**config.mk**
```make
export PLATFORM = sky130hd
export DESIGN_NAME = irq_sense_conv
export DESIGN_NICKNAME = d
export VERILOG_FILES = /design/src/rtl/irqsc_pkg.sv /design/src/rtl/irqsc_sync.sv /design/src/rtl/irqsc_sense.sv /design/src/rtl/irqsc_latch.sv /design/src/rtl/irqsc_regs.sv /design/src/rtl/irq_sense_conv.sv
export SDC_FILE = /design/constraint.sdc
export NUM_CORES = 1
export LEC_CHECK = 0
export BUFFER_PORTS_ARGS = -buffer_cell sky130_fd_sc_hd__buf_4
export CAP_MARGIN = 10
export CORE_UTILIZATION = 55
export CTS_CLUSTER_DIAMETER = 50
export CTS_CLUSTER_SIZE = 28
export DETAILED_ROUTE_END_ITERATION = 12
export PLACE_DENSITY = 0.75
export SLEW_MARGIN = 10
export SYNTH_ARGS = -nofsm -noshare
export SYNTH_HDL_FRONTEND = slang
export SYNTH_HIERARCHICAL = 1
export SYNTH_SLANG_ARGS = --single-unit
```
**constraint.sdc**
```tcl
create_clock -name clk -period 1.9 [get_ports clk]
set_clock_uncertainty 0.2 [all_clocks]
set_input_delay 0.095 -clock clk [delete_from_list [all_inputs] [get_ports clk]]
set_output_delay 0.095 -clock clk [all_outputs]
set_load 0.03 [all_outputs]
```
**src/rtl/irqsc_pkg.sv**
```systemverilog
// Shared definitions for the interrupt sense converter.
// Assumes a 32-byte register window of word-aligned registers.
package irqsc_pkg;

    localparam int unsigned BUS_AW     = 5;
    localparam int unsigned WORD_SHIFT = 2;
    localparam int unsigned IDX_W      = BUS_AW - WORD_SHIFT;

    typedef enum logic [IDX_W-1:0] {
        RSEL_MASK = 3'd0,
        RSEL_SRC  = 3'd1,
        RSEL_PEND = 3'd2,
        RSEL_RAW  = 3'd3,
        RSEL_CLR  = 3'd4,
        RSEL_POL  = 3'd5,
        RSEL_MODE = 3'd6,
        RSEL_SWI  = 3'd7
    } reg_sel_e;

    typedef struct packed {
        logic mask;
        logic src;
        logic clr;
        logic pol;
        logic mode;
        logic swi;
    } wr_strobe_t;

    // Split a byte address into word select and alignment flag.
    function automatic reg_sel_e addr_to_sel(input logic [BUS_AW-1:0] addr);
        return reg_sel_e'(addr[BUS_AW-1:WORD_SHIFT]);
    endfunction

    function automatic logic addr_aligned(input logic [BUS_AW-1:0] addr);
        return addr[WORD_SHIFT-1:0] == '0;
    endfunction

endpackage

```
**src/rtl/irqsc_sync.sv**
```systemverilog
// Multi-stage synchronizer, one chain per line.
// Assumes each input bit is an independent asynchronous signal; no
// cross-bit coherency is implied.
module irqsc_sync #(
    parameter int unsigned N      = 32,
    parameter int unsigned STAGES = 2
) (
    input  logic         clk,
    input  logic         rst_n,
    input  logic [N-1:0] d,
    output logic [N-1:0] q
);

    logic [N-1:0] stage_q [STAGES];

    // First stage captures the raw pins.
    always_ff @(posedge clk) begin
        if (!rst_n) stage_q[0] <= '0;
        else        stage_q[0] <= d;
    end

    // Remaining stages shift the sample along the chain.
    for (genvar g = 1; g < STAGES; g++) begin : g_stage
        always_ff @(posedge clk) begin
            if (!rst_n) stage_q[g] <= '0;
            else        stage_q[g] <= stage_q[g-1];
        end
    end

    assign q = stage_q[STAGES-1];

endmodule

```
**src/rtl/irqsc_sense.sv**
```systemverilog
// Per-line polarity qualifier and edge detector.
// Assumes sync_in is already in the clk domain. The previous-value flop
// resets to zero, so a pin that is high at reset yields one rising event.
module irqsc_sense #(
    parameter int unsigned N = 32
) (
    input  logic         clk,
    input  logic         rst_n,
    input  logic [N-1:0] sync_in,
    input  logic [N-1:0] pol,
    output logic [N-1:0] lvl,
    output logic [N-1:0] evt
);

    logic [N-1:0] prev_q;

    // Remember last cycle's synchronized value for edge comparison.
    always_ff @(posedge clk) begin
        if (!rst_n) prev_q <= '0;
        else        prev_q <= sync_in;
    end

    for (genvar i = 0; i < N; i++) begin : g_line
        logic rise;
        logic fall;
        assign rise   = sync_in[i] & ~prev_q[i];
        assign fall   = ~sync_in[i] & prev_q[i];
        assign lvl[i] = pol[i] ? sync_in[i] : ~sync_in[i];
        assign evt[i] = pol[i] ? rise : fall;
    end

endmodule

```
**src/rtl/irqsc_latch.sv**
```systemverilog
// Raw request storage. Edge lines set on an event and hold until
// cleared, with a simultaneous event winning. Level lines copy the
// qualified level every cycle.
// Assumes clr is a one-cycle pulse vector.
module irqsc_latch #(
    parameter int unsigned N = 32
) (
    input  logic         clk,
    input  logic         rst_n,
    input  logic [N-1:0] mode,
    input  logic [N-1:0] lvl,
    input  logic [N-1:0] evt,
    input  logic [N-1:0] clr,
    output logic [N-1:0] raw
);

    logic [N-1:0] raw_q;

    for (genvar i = 0; i < N; i++) begin : g_line
        // Update one line's request bit according to its sense mode.
        always_ff @(posedge clk) begin
            if (!rst_n)       raw_q[i] <= 1'b0;
            else if (mode[i]) raw_q[i] <= evt[i] | (raw_q[i] & ~clr[i]);
            else              raw_q[i] <= lvl[i];
        end
    end

    assign raw = raw_q;

endmodule

```
**src/rtl/irqsc_regs.sv**
```systemverilog
// Control register file and read mux for the sense converter.
// Assumes single-cycle accesses qualified by sel; reads are combinational.
// Status offsets are read-only, and the clear offset reads as zero.
module irqsc_regs
    import irqsc_pkg::*;
#(
    parameter int unsigned N = 32
) (
    input  logic              clk,
    input  logic              rst_n,
    input  logic              sel,
    input  logic              wr,
    input  logic [BUS_AW-1:0] addr,
    input  logic [N-1:0]      wdata,
    input  logic [N-1:0]      raw,
    output logic [N-1:0]      rdata,
    output logic [N-1:0]      mask_q,
    output logic [N-1:0]      pol_q,
    output logic [N-1:0]      mode_q,
    output logic [N-1:0]      clr_vec
);

    reg_sel_e     rsel;
    logic         hit;
    wr_strobe_t   stb;
    logic [N-1:0] src_q;
    logic [N-1:0] swi_q;

    assign rsel = addr_to_sel(addr);
    assign hit  = sel & addr_aligned(addr);

    // Decode write strobes for the writable words.
    always_comb begin
        stb      = '0;
        if (hit && wr) begin
            case (rsel)
                RSEL_MASK: stb.mask = 1'b1;
                RSEL_SRC:  stb.src  = 1'b1;
                RSEL_CLR:  stb.clr  = 1'b1;
                RSEL_POL:  stb.pol  = 1'b1;
                RSEL_MODE: stb.mode = 1'b1;
                RSEL_SWI:  stb.swi  = 1'b1;
                default:   stb      = '0;
            endcase
        end
    end

    assign clr_vec = stb.clr ? wdata : '0;

    // Mask register: all lines blocked out of reset.
    always_ff @(posedge clk) begin
        if (!rst_n)        mask_q <= '1;
        else if (stb.mask) mask_q <= wdata;
    end

    // Polarity register: active-high sensing out of reset.
    always_ff @(posedge clk) begin
        if (!rst_n)       pol_q <= '1;
        else if (stb.pol) pol_q <= wdata;
    end

    // Sense-mode register: level sensing out of reset.
    always_ff @(posedge clk) begin
        if (!rst_n)        mode_q <= '0;
        else if (stb.mode) mode_q <= wdata;
    end

    // Source-select storage word, no function on the request path.
    always_ff @(posedge clk) begin
        if (!rst_n)       src_q <= '0;
        else if (stb.src) src_q <= wdata;
    end

    // Software-interrupt storage word, no function on the request path.
    always_ff @(posedge clk) begin
        if (!rst_n)       swi_q <= '0;
        else if (stb.swi) swi_q <= wdata;
    end

    // Read mux.
    always_comb begin
        rdata = '0;
        if (hit && !wr) begin
            case (rsel)
                RSEL_MASK: rdata = mask_q;
                RSEL_SRC:  rdata = src_q;
                RSEL_PEND: rdata = raw & ~mask_q;
                RSEL_RAW:  rdata = raw;
                RSEL_CLR:  rdata = '0;
                RSEL_POL:  rdata = pol_q;
                RSEL_MODE: rdata = mode_q;
                RSEL_SWI:  rdata = swi_q;
                default:   rdata = '0;
            endcase
        end
    end

endmodule

```
**src/rtl/irq_sense_conv.sv**
```systemverilog
// Top of the external interrupt sense converter. It synchronizes the
// pins, qualifies them per line, latches requests and gates them with
// the mask to form level-high outputs.
// Assumes the downstream controller samples irq_out as a level.
module irq_sense_conv
    import irqsc_pkg::*;
#(
    parameter int unsigned N_LINES     = 32,
    parameter int unsigned SYNC_STAGES = 2
) (
    input  logic               clk,
    input  logic               rst_n,
    input  logic [N_LINES-1:0] line_in,
    input  logic               bus_sel,
    input  logic               bus_wr,
    input  logic [BUS_AW-1:0]  bus_addr,
    input  logic [N_LINES-1:0] bus_wdata,
    output logic [N_LINES-1:0] bus_rdata,
    output logic [N_LINES-1:0] irq_out
);

    logic [N_LINES-1:0] sync_vec;
    logic [N_LINES-1:0] lvl_vec;
    logic [N_LINES-1:0] evt_vec;
    logic [N_LINES-1:0] raw_q;
    logic [N_LINES-1:0] mask_q;
    logic [N_LINES-1:0] pol_q;
    logic [N_LINES-1:0] mode_q;
    logic [N_LINES-1:0] clr_vec;

    irqsc_sync #(.N(N_LINES), .STAGES(SYNC_STAGES)) u_sync (
        .clk   (clk),
        .rst_n (rst_n),
        .d     (line_in),
        .q     (sync_vec)
    );

    irqsc_sense #(.N(N_LINES)) u_sense (
        .clk     (clk),
        .rst_n   (rst_n),
        .sync_in (sync_vec),
        .pol     (pol_q),
        .lvl     (lvl_vec),
        .evt     (evt_vec)
    );

    irqsc_latch #(.N(N_LINES)) u_latch (
        .clk   (clk),
        .rst_n (rst_n),
        .mode  (mode_q),
        .lvl   (lvl_vec),
        .evt   (evt_vec),
        .clr   (clr_vec),
        .raw   (raw_q)
    );

    irqsc_regs #(.N(N_LINES)) u_regs (
        .clk     (clk),
        .rst_n   (rst_n),
        .sel     (bus_sel),
        .wr      (bus_wr),
        .addr    (bus_addr),
        .wdata   (bus_wdata),
        .raw     (raw_q),
        .rdata   (bus_rdata),
        .mask_q  (mask_q),
        .pol_q   (pol_q),
        .mode_q  (mode_q),
        .clr_vec (clr_vec)
    );

    assign irq_out = raw_q & ~mask_q;

endmodule

```
==> impl_metrics.toml, run 1 <==
[job]
drv_cap = 0

[synthesis]
synth.top_cell.area_share_pct = 44.5
synthMostInstantiatedCell = "dfxtp_1"
synth-edff-count = 0
synthArstFlopShare_pct = 0
synth_area_um2 = 13000
seq_area_frac_synth_pct = 44.5
yosysWarnings = 6
yosys_register_bits = 288
ys_top_cells_by_area = "dfxtp_1, nand2_1, a31oi_1"
ys_top_cells_by_count = "dfxtp_1, nand2_1, nand3_1"
yosysTopAreaCell = "dfxtp_1"
synthCells = 1537
synth_flop_cell = "dfxtp_1"
avgSynthCellArea_um2 = 8.44
synthesis.nets = 1610
yosys.cell_types.count = 40

[power]
p_total_w = 0.0137
p_leak_nw = 6.51
vdd_drop_max_mv = 0.786
powerDensity_nw_per_um2 = 787

[layout]
layout-drive-gt1-share_pct = 30.8
antenna_cells = 0
nets = 1841
synthToLayoutAreaGrowth_pct = 34.2
stdcell_area_um2 = 17400

[cts]
clock_path_buffers = 3
numCtsBuffers = 29
clock_latency_ns = 0.57
clock_sinks = 288
tritoncts = "done"
clk_pin_slew_ns = 0.07
htreeDepth = 1
root_buffer = "clkbuf_16"

[worst_setup_path]
reg2reg_from = "u_regs/mask_q[31]$_SDFFE_PN1P_"
critPathLaunchType = "register"
cp-startpoint = "u_regs/mask_q[21]$_SDFFE_PN1P_"
r2r_setup_slack_ns = 0.38
crit_arrival_ns = 1.71
endpoint = "bus_rdata[21]"
cp.required_ns = 1.60
reg2reg_depth = 4
endpoint_kind = "output port"
path_max_fanout = 2
critPathKind = "reg -> out"
r2r_end = "u_regs/mask_q[31]$_SDFFE_PN1P_"

[die]
die_area_um2 = 24200
io_pins = 137
die_h_um = 156
num_rows = 55
fp.dieW_um = 156
initial_utilization_pct = 56.7
core_um2 = 22800

[worst_hold_path]
hold_depth = 5
min-delay-start = "bus_addr[2]"
hold_class = "in -> reg"

[outcome]
violations = "negative setup slack"
status = "finished with violations"

[place]
place_hpwl_um = 22200
placed_area_um2 = 14600
io_buffers = 136
place_congestion = 0.828

[routing]
vias = 12290
via_per_inst = 5.85
firstDrtPassIters = 6
wire_per_inst_um = 18.4
drtIter0Drc = 1293
ant_nets = 0
drc = 0
routed_wl_um = 38600

[global_route]
grtUsageMet2_pct = 52.0
grt_pass1_wl_um = 59400
met3_usage_pct = 4.42
grt.busiest_layer = "met2"
grt_max_degree = 72
track_usage_pct = 30.5
grt_util_met1_pct = 39.0
antenna_found_initial = 0
grt_pass1_vias = 11655
grt.overflow.total = 0

[sta]
fin_crit_sh_pct = 105
relSlewSlack_pct = 67.0
final_hold_viol_count = 0
finalMaxSlewViolations = 0
finalSetupViolCount = 8
final.setup.tns_ns = -0.410
tightest_slew_ns = 0.495
setup_slack_ns = -0.103
max_freq_mhz = 499
rsz0062_at_grt = "yes"
period_needed_ns = 2.00
## how the worst min path moves through the flow
stage	end	slack, ns
after CTS	u_regs/swi_q[4]$_SDFFE_PN0P_	0.05
after floorplan	u_regs/mask_q[0]$_SDFFE_PN1P_	0.02
after global placement	u_sync/stage_q[0][25]$_SDFF_PN0_	0.12
after global routing	u_sync/stage_q[0][13]$_SDFF_PN0_	0.08
after detailed placement	u_sync/stage_q[0][10]$_SDFF_PN0_	0.12
final	u_regs/swi_q[5]$_SDFFE_PN0P_	0.07
## worst max-delay path, cell delays in order (launching register included)
cell and delay [ns]:
dfxtp_4 0.35, inv_4 0.05, o21ai_2 0.05, o2bb2ai_2 0.12, a211oi_2 0.33, buf_4 0.23
## cells by family after synthesis
group / after synthesis / share of synthesized area [%]
AOI/OAI and AO/OA: 354 / 17.2
buffers and inverters: 151 / 5.02
muxes: 4 / 0.338
and+or+nand+nor: 708 / 30.9
DFF: 288 / 44.5
xor gates and xnor gates: 32 / 2.16
## repair_timing
action,CTS,global route
endpoints found under the setup margin,32,32
resized for setup,88,94
pin swaps,28,32
cloned,0,0
setup buffers,15,25
hold buffers,81,0
hold endpoints to repair,235,0
## metal layers
metal / vias to the layer above / wire [um]
li1: 5745 / -
met1: 5818 / 15500
met2: 614 / 18700
met3: 113 / 3180
met4: 0 / 1170
met5: - / 0
## report_power, final
group	internal, W	switching [W]	leakage (nW)
logic	0.000552	0.000608	3.65
registers	0.00612	0.0000857	2.34
clock network	0.00374	0.00258	0.518
total	0.0104	0.00328	6.51
## area by class of cell
class,instances,area (um^2)
Clock inverter,20,303
Tap cell,313,392
Inverter,37,141
Sequential cell,288,5900
Multi-Input combinational cell,1098,7050
Clock buffer,31,753
Timing Repair Buffer,314,2860
Fill cell,1571,5450
## flip-flops by register name (all words and copies together) (netlist names)
| name | count |
|---|---|
| u_sync/stage_q | 64 |
| u_latch/raw | 32 |
| u_regs/mask_q | 32 |
| u_regs/mode_q | 32 |
| u_regs/pol_q | 32 |
| u_regs/src_q | 32 |
| u_regs/swi_q | 32 |
| u_sense/prev_q | 32 |
## per-stage QoR
step | setup WS [ns] | util [%] | instances | hold slack, ns
3_5_place_dp | 0.0992 | 63.9 | 1929 | 0.120
3_3_place_gp | 0.106 | 63.9 | 1929 | 0.116
5_1_grt | -0.158 | 76.1 | 2101 | 0.0841
6_report | -0.103 | 76.1 | 2101 | 0.0704
2_1_floorplan | 0.0491 | - | 1537 | 0.0190
4_1_cts | -0.0908 | 73.7 | 2076 | 0.0506
## placed cells by master (no fill, tap or decap), types with 5 or more instances in the layout
| cell type | count |
|---|---|
| o21ai_1 | 67 |
| nand3_1 | 125 |
| a31oi_4 | 10 |
| nor2b_4 | 34 |
| a32o_1 | 25 |
| xnor2_1 | 32 |
| dfxtp_2 | 20 |
| dfxtp_4 | 28 |
| o21ai_0 | 62 |
| clkbuf_16 | 29 |
| nor3b_2 | 15 |
| buf_12 | 17 |
| dfxtp_1 | 240 |
| a31oi_1 | 89 |
| inv_1 | 34 |
| bufinv_16 | 6 |
| dlygate4sd3_1 | 81 |
| a21boi_0 | 17 |
| nor3b_1 | 13 |
| nand2_2 | 10 |
| inv_6 | 5 |
| buf_4 | 193 |
| nand2_1 | 275 |
| and2_2 | 97 |
| o22ai_1 | 32 |
| and2_1 | 32 |
| nand2b_1 | 91 |
| a21boi_1 | 15 |
| a31oi_2 | 17 |
| buf_6 | 22 |
Note: power is estimated with default switching activity, not from simulation.
==> run 2: changes to the inputs <==
Settings changed: CORE_MARGIN set to 2, CORE_UTILIZATION 55 to 53, PLACE_DENSITY 0.75 to 0.76.
Clock period 1.9 ns to 1.8 ns, I/O delays scaled along.
==> run 2 against run 1 <==
Against the previous run: the run still ends with negative setup slack left; via count down 0.32%; wire length up 1.0%; critical path type unchanged; final area up 0.80%.
==> impl_metrics.toml, run 2 (same netlist as run 1, synthesis figures left out) <==
[die]
die_area_um2 = 25700
die_h_um = 160
fp.dieW_um = 160
num_rows = 57
core_um2 = 24200
io_pins = 137
initial_utilization_pct = 53.6

[global_route]
antenna_found_initial = 2
grt_max_degree = 62
track_usage_pct = 29.4
grt.overflow.total = 0
grt_pass1_vias = 12330
grt_pass1_wl_um = 61900

[routing]
routed_wl_um = 39000
ant_nets = 0
firstDrtPassIters = 6
via_per_inst = 5.82
drc = 0
vias = 12251
drtIter0Drc = 1218
wire_per_inst_um = 18.5

[cts]
root_buffer = "clkbuf_16"
clock_path_buffers = 3
clock_latency_ns = 0.55
clock_sinks = 288
htreeDepth = 1
clk_pin_slew_ns = 0.07
numCtsBuffers = 28
tritoncts = "done"

[place]
io_buffers = 136
place_congestion = 0.830
place_hpwl_um = 22700
placed_cells = 1943

[sta]
fin_crit_sh_pct = 112
whs_ns = 0.0656
relSlewSlack_pct = 66.5
finalMaxSlewViolations = 0
rsz0062_at_grt = "yes"
setup_slack_ns = -0.223
finalSetupViolCount = 31
max_freq_mhz = 494
final_hold_viol_count = 0
tightest_slew_ns = 0.502
period_needed_ns = 2.02

[worst_setup_path]
cp.required_ns = 1.51
worst_path_max_delay_cell = "a211oi_2"
path_cells = "inv_2 > o21ai_2 > o2bb2ai_2 > a211oi_2 > buf_4"
critPathLaunchType = "register"
critPathKind = "reg -> out"
path_max_fanout = 2
crit_arrival_ns = 1.73
max_stage_delay_ns = 0.37
r2r_setup_slack_ns = 0.56
endpoint_kind = "output port"

[layout]
synthToLayoutAreaGrowth_pct = 35.2
fin_cells = 2106
final_common_cell = "nand2_1"
multi_input_area_um2 = 7200
mostFrequentLayoutCells = "nand2_1, dfxtp_1, buf_4"
nets = 1831
regArea_um2 = 5910
layout-drive-gt1-share_pct = 32.8
regMostFlops = "u_sync/stage_q"
largest_register_ffs = 64
fill_cells = 1696

[job]
drv_cap = 0

[power]
p_leak_nw = 6.57
p_total_w = 0.0142
vdd_drop_max_mv = 0.707
powerDensity_nw_per_um2 = 808

[outcome]
status = "finished with violations"
violations = "negative setup slack"

[worst_hold_path]
hold_class = "in -> reg"
==> run 2: cell types whose count changed in the layout (fill, tap and decap cells not counted), moves of 4 or more <==
cell           change
buf_12             +6
dlygate4sd3_1     -11
nor3b_1            -9
a31oi_1            -8
buf_6              +6
dfxtp_1            -4
nor3b_2            +8
o21ai_0            -4
a31oi_2            +8
buf_4             -10
==> run 2: cell type report <==
cell class	instances	share of cell area, %
clock inverter	20	1.42
inverter	37	0.792
sequential	288	33.7
tap	324	2.31
antenna	2	0.0285
timing repair buffer	305	16.3
clock buffer	32	4.37
multi-input combinational	1098	41.1
==> run 2: per-layer routing <==
| layer | track usage (%) | share of wire, % | routed length [um] | vias to the layer above |
|---|---|---|---|---|
| met2 | 50.1 | 48 | 18700 | 616 |
| met5 | 0 | 0 | 0 | - |
| met1 | 36.7 | 40 | 15500 | 5774 |
| met4 | 13.1 | 3.7 | 1450 | 0 |
| met3 | 4.70 | 8.6 | 3350 | 134 |
| li1 | - | - | - | 5727 |
==> run 2: per-stage QoR <==
stage,area [um^2],utilization [%],TNS [ns],worst slack [ns]
after CTS,17300,71.5,-1.64,-0.208
after floorplan,13100,-,0,0.0578
after global placement,14800,61.3,-0.0953,-0.0573
final,17500,72.5,-1.71,-0.223
after global routing,17500,72.5,-3.15,-0.255
after detailed placement,14800,61.3,-0.548,-0.0693
==> run 2: what timing repair did <==
action / in CTS / in global routing
setup endpoints to repair: 32 / 32
hold buffers: 70 / 0
hold endpoints to repair: 233 / 0
pin swaps: 66 / 25
buffers inserted: 36 / 3
gates resized for setup: 144 / 61
==> run 2: worst paths after layout <==
kind / startpoint / endpoint / cells after the start
setup / recovery: u_regs/mask_q[21]$_SDFFE_PN1P_ / bus_rdata[21] / 5
hold / removal: bus_sel / u_regs/mode_q[3]$_SDFFE_PN0P_ / 5
setup reg to reg: u_regs/pol_q[6]$_SDFFE_PN1P_ / u_latch/raw[6]$_SDFF_PN0_ / 3
hold reg to reg: u_sync/stage_q[0][23]$_SDFF_PN0_ / u_sync/stage_q[1][23]$_SDFF_PN0_ / 1
==> run 2: report_power, final <==
group	internal, W	switching [W]
Combinational	0.000594	0.000660
Clock	0.00360	0.00277
Sequential	0.00646	0.0000889
==> run 2: worst max-delay path, delay by kind of cell (launching register included) <==
kind	cells	cell delay [ns]
compound gates	3	0.55
buf+inv	2	0.30
flops	1	0.33
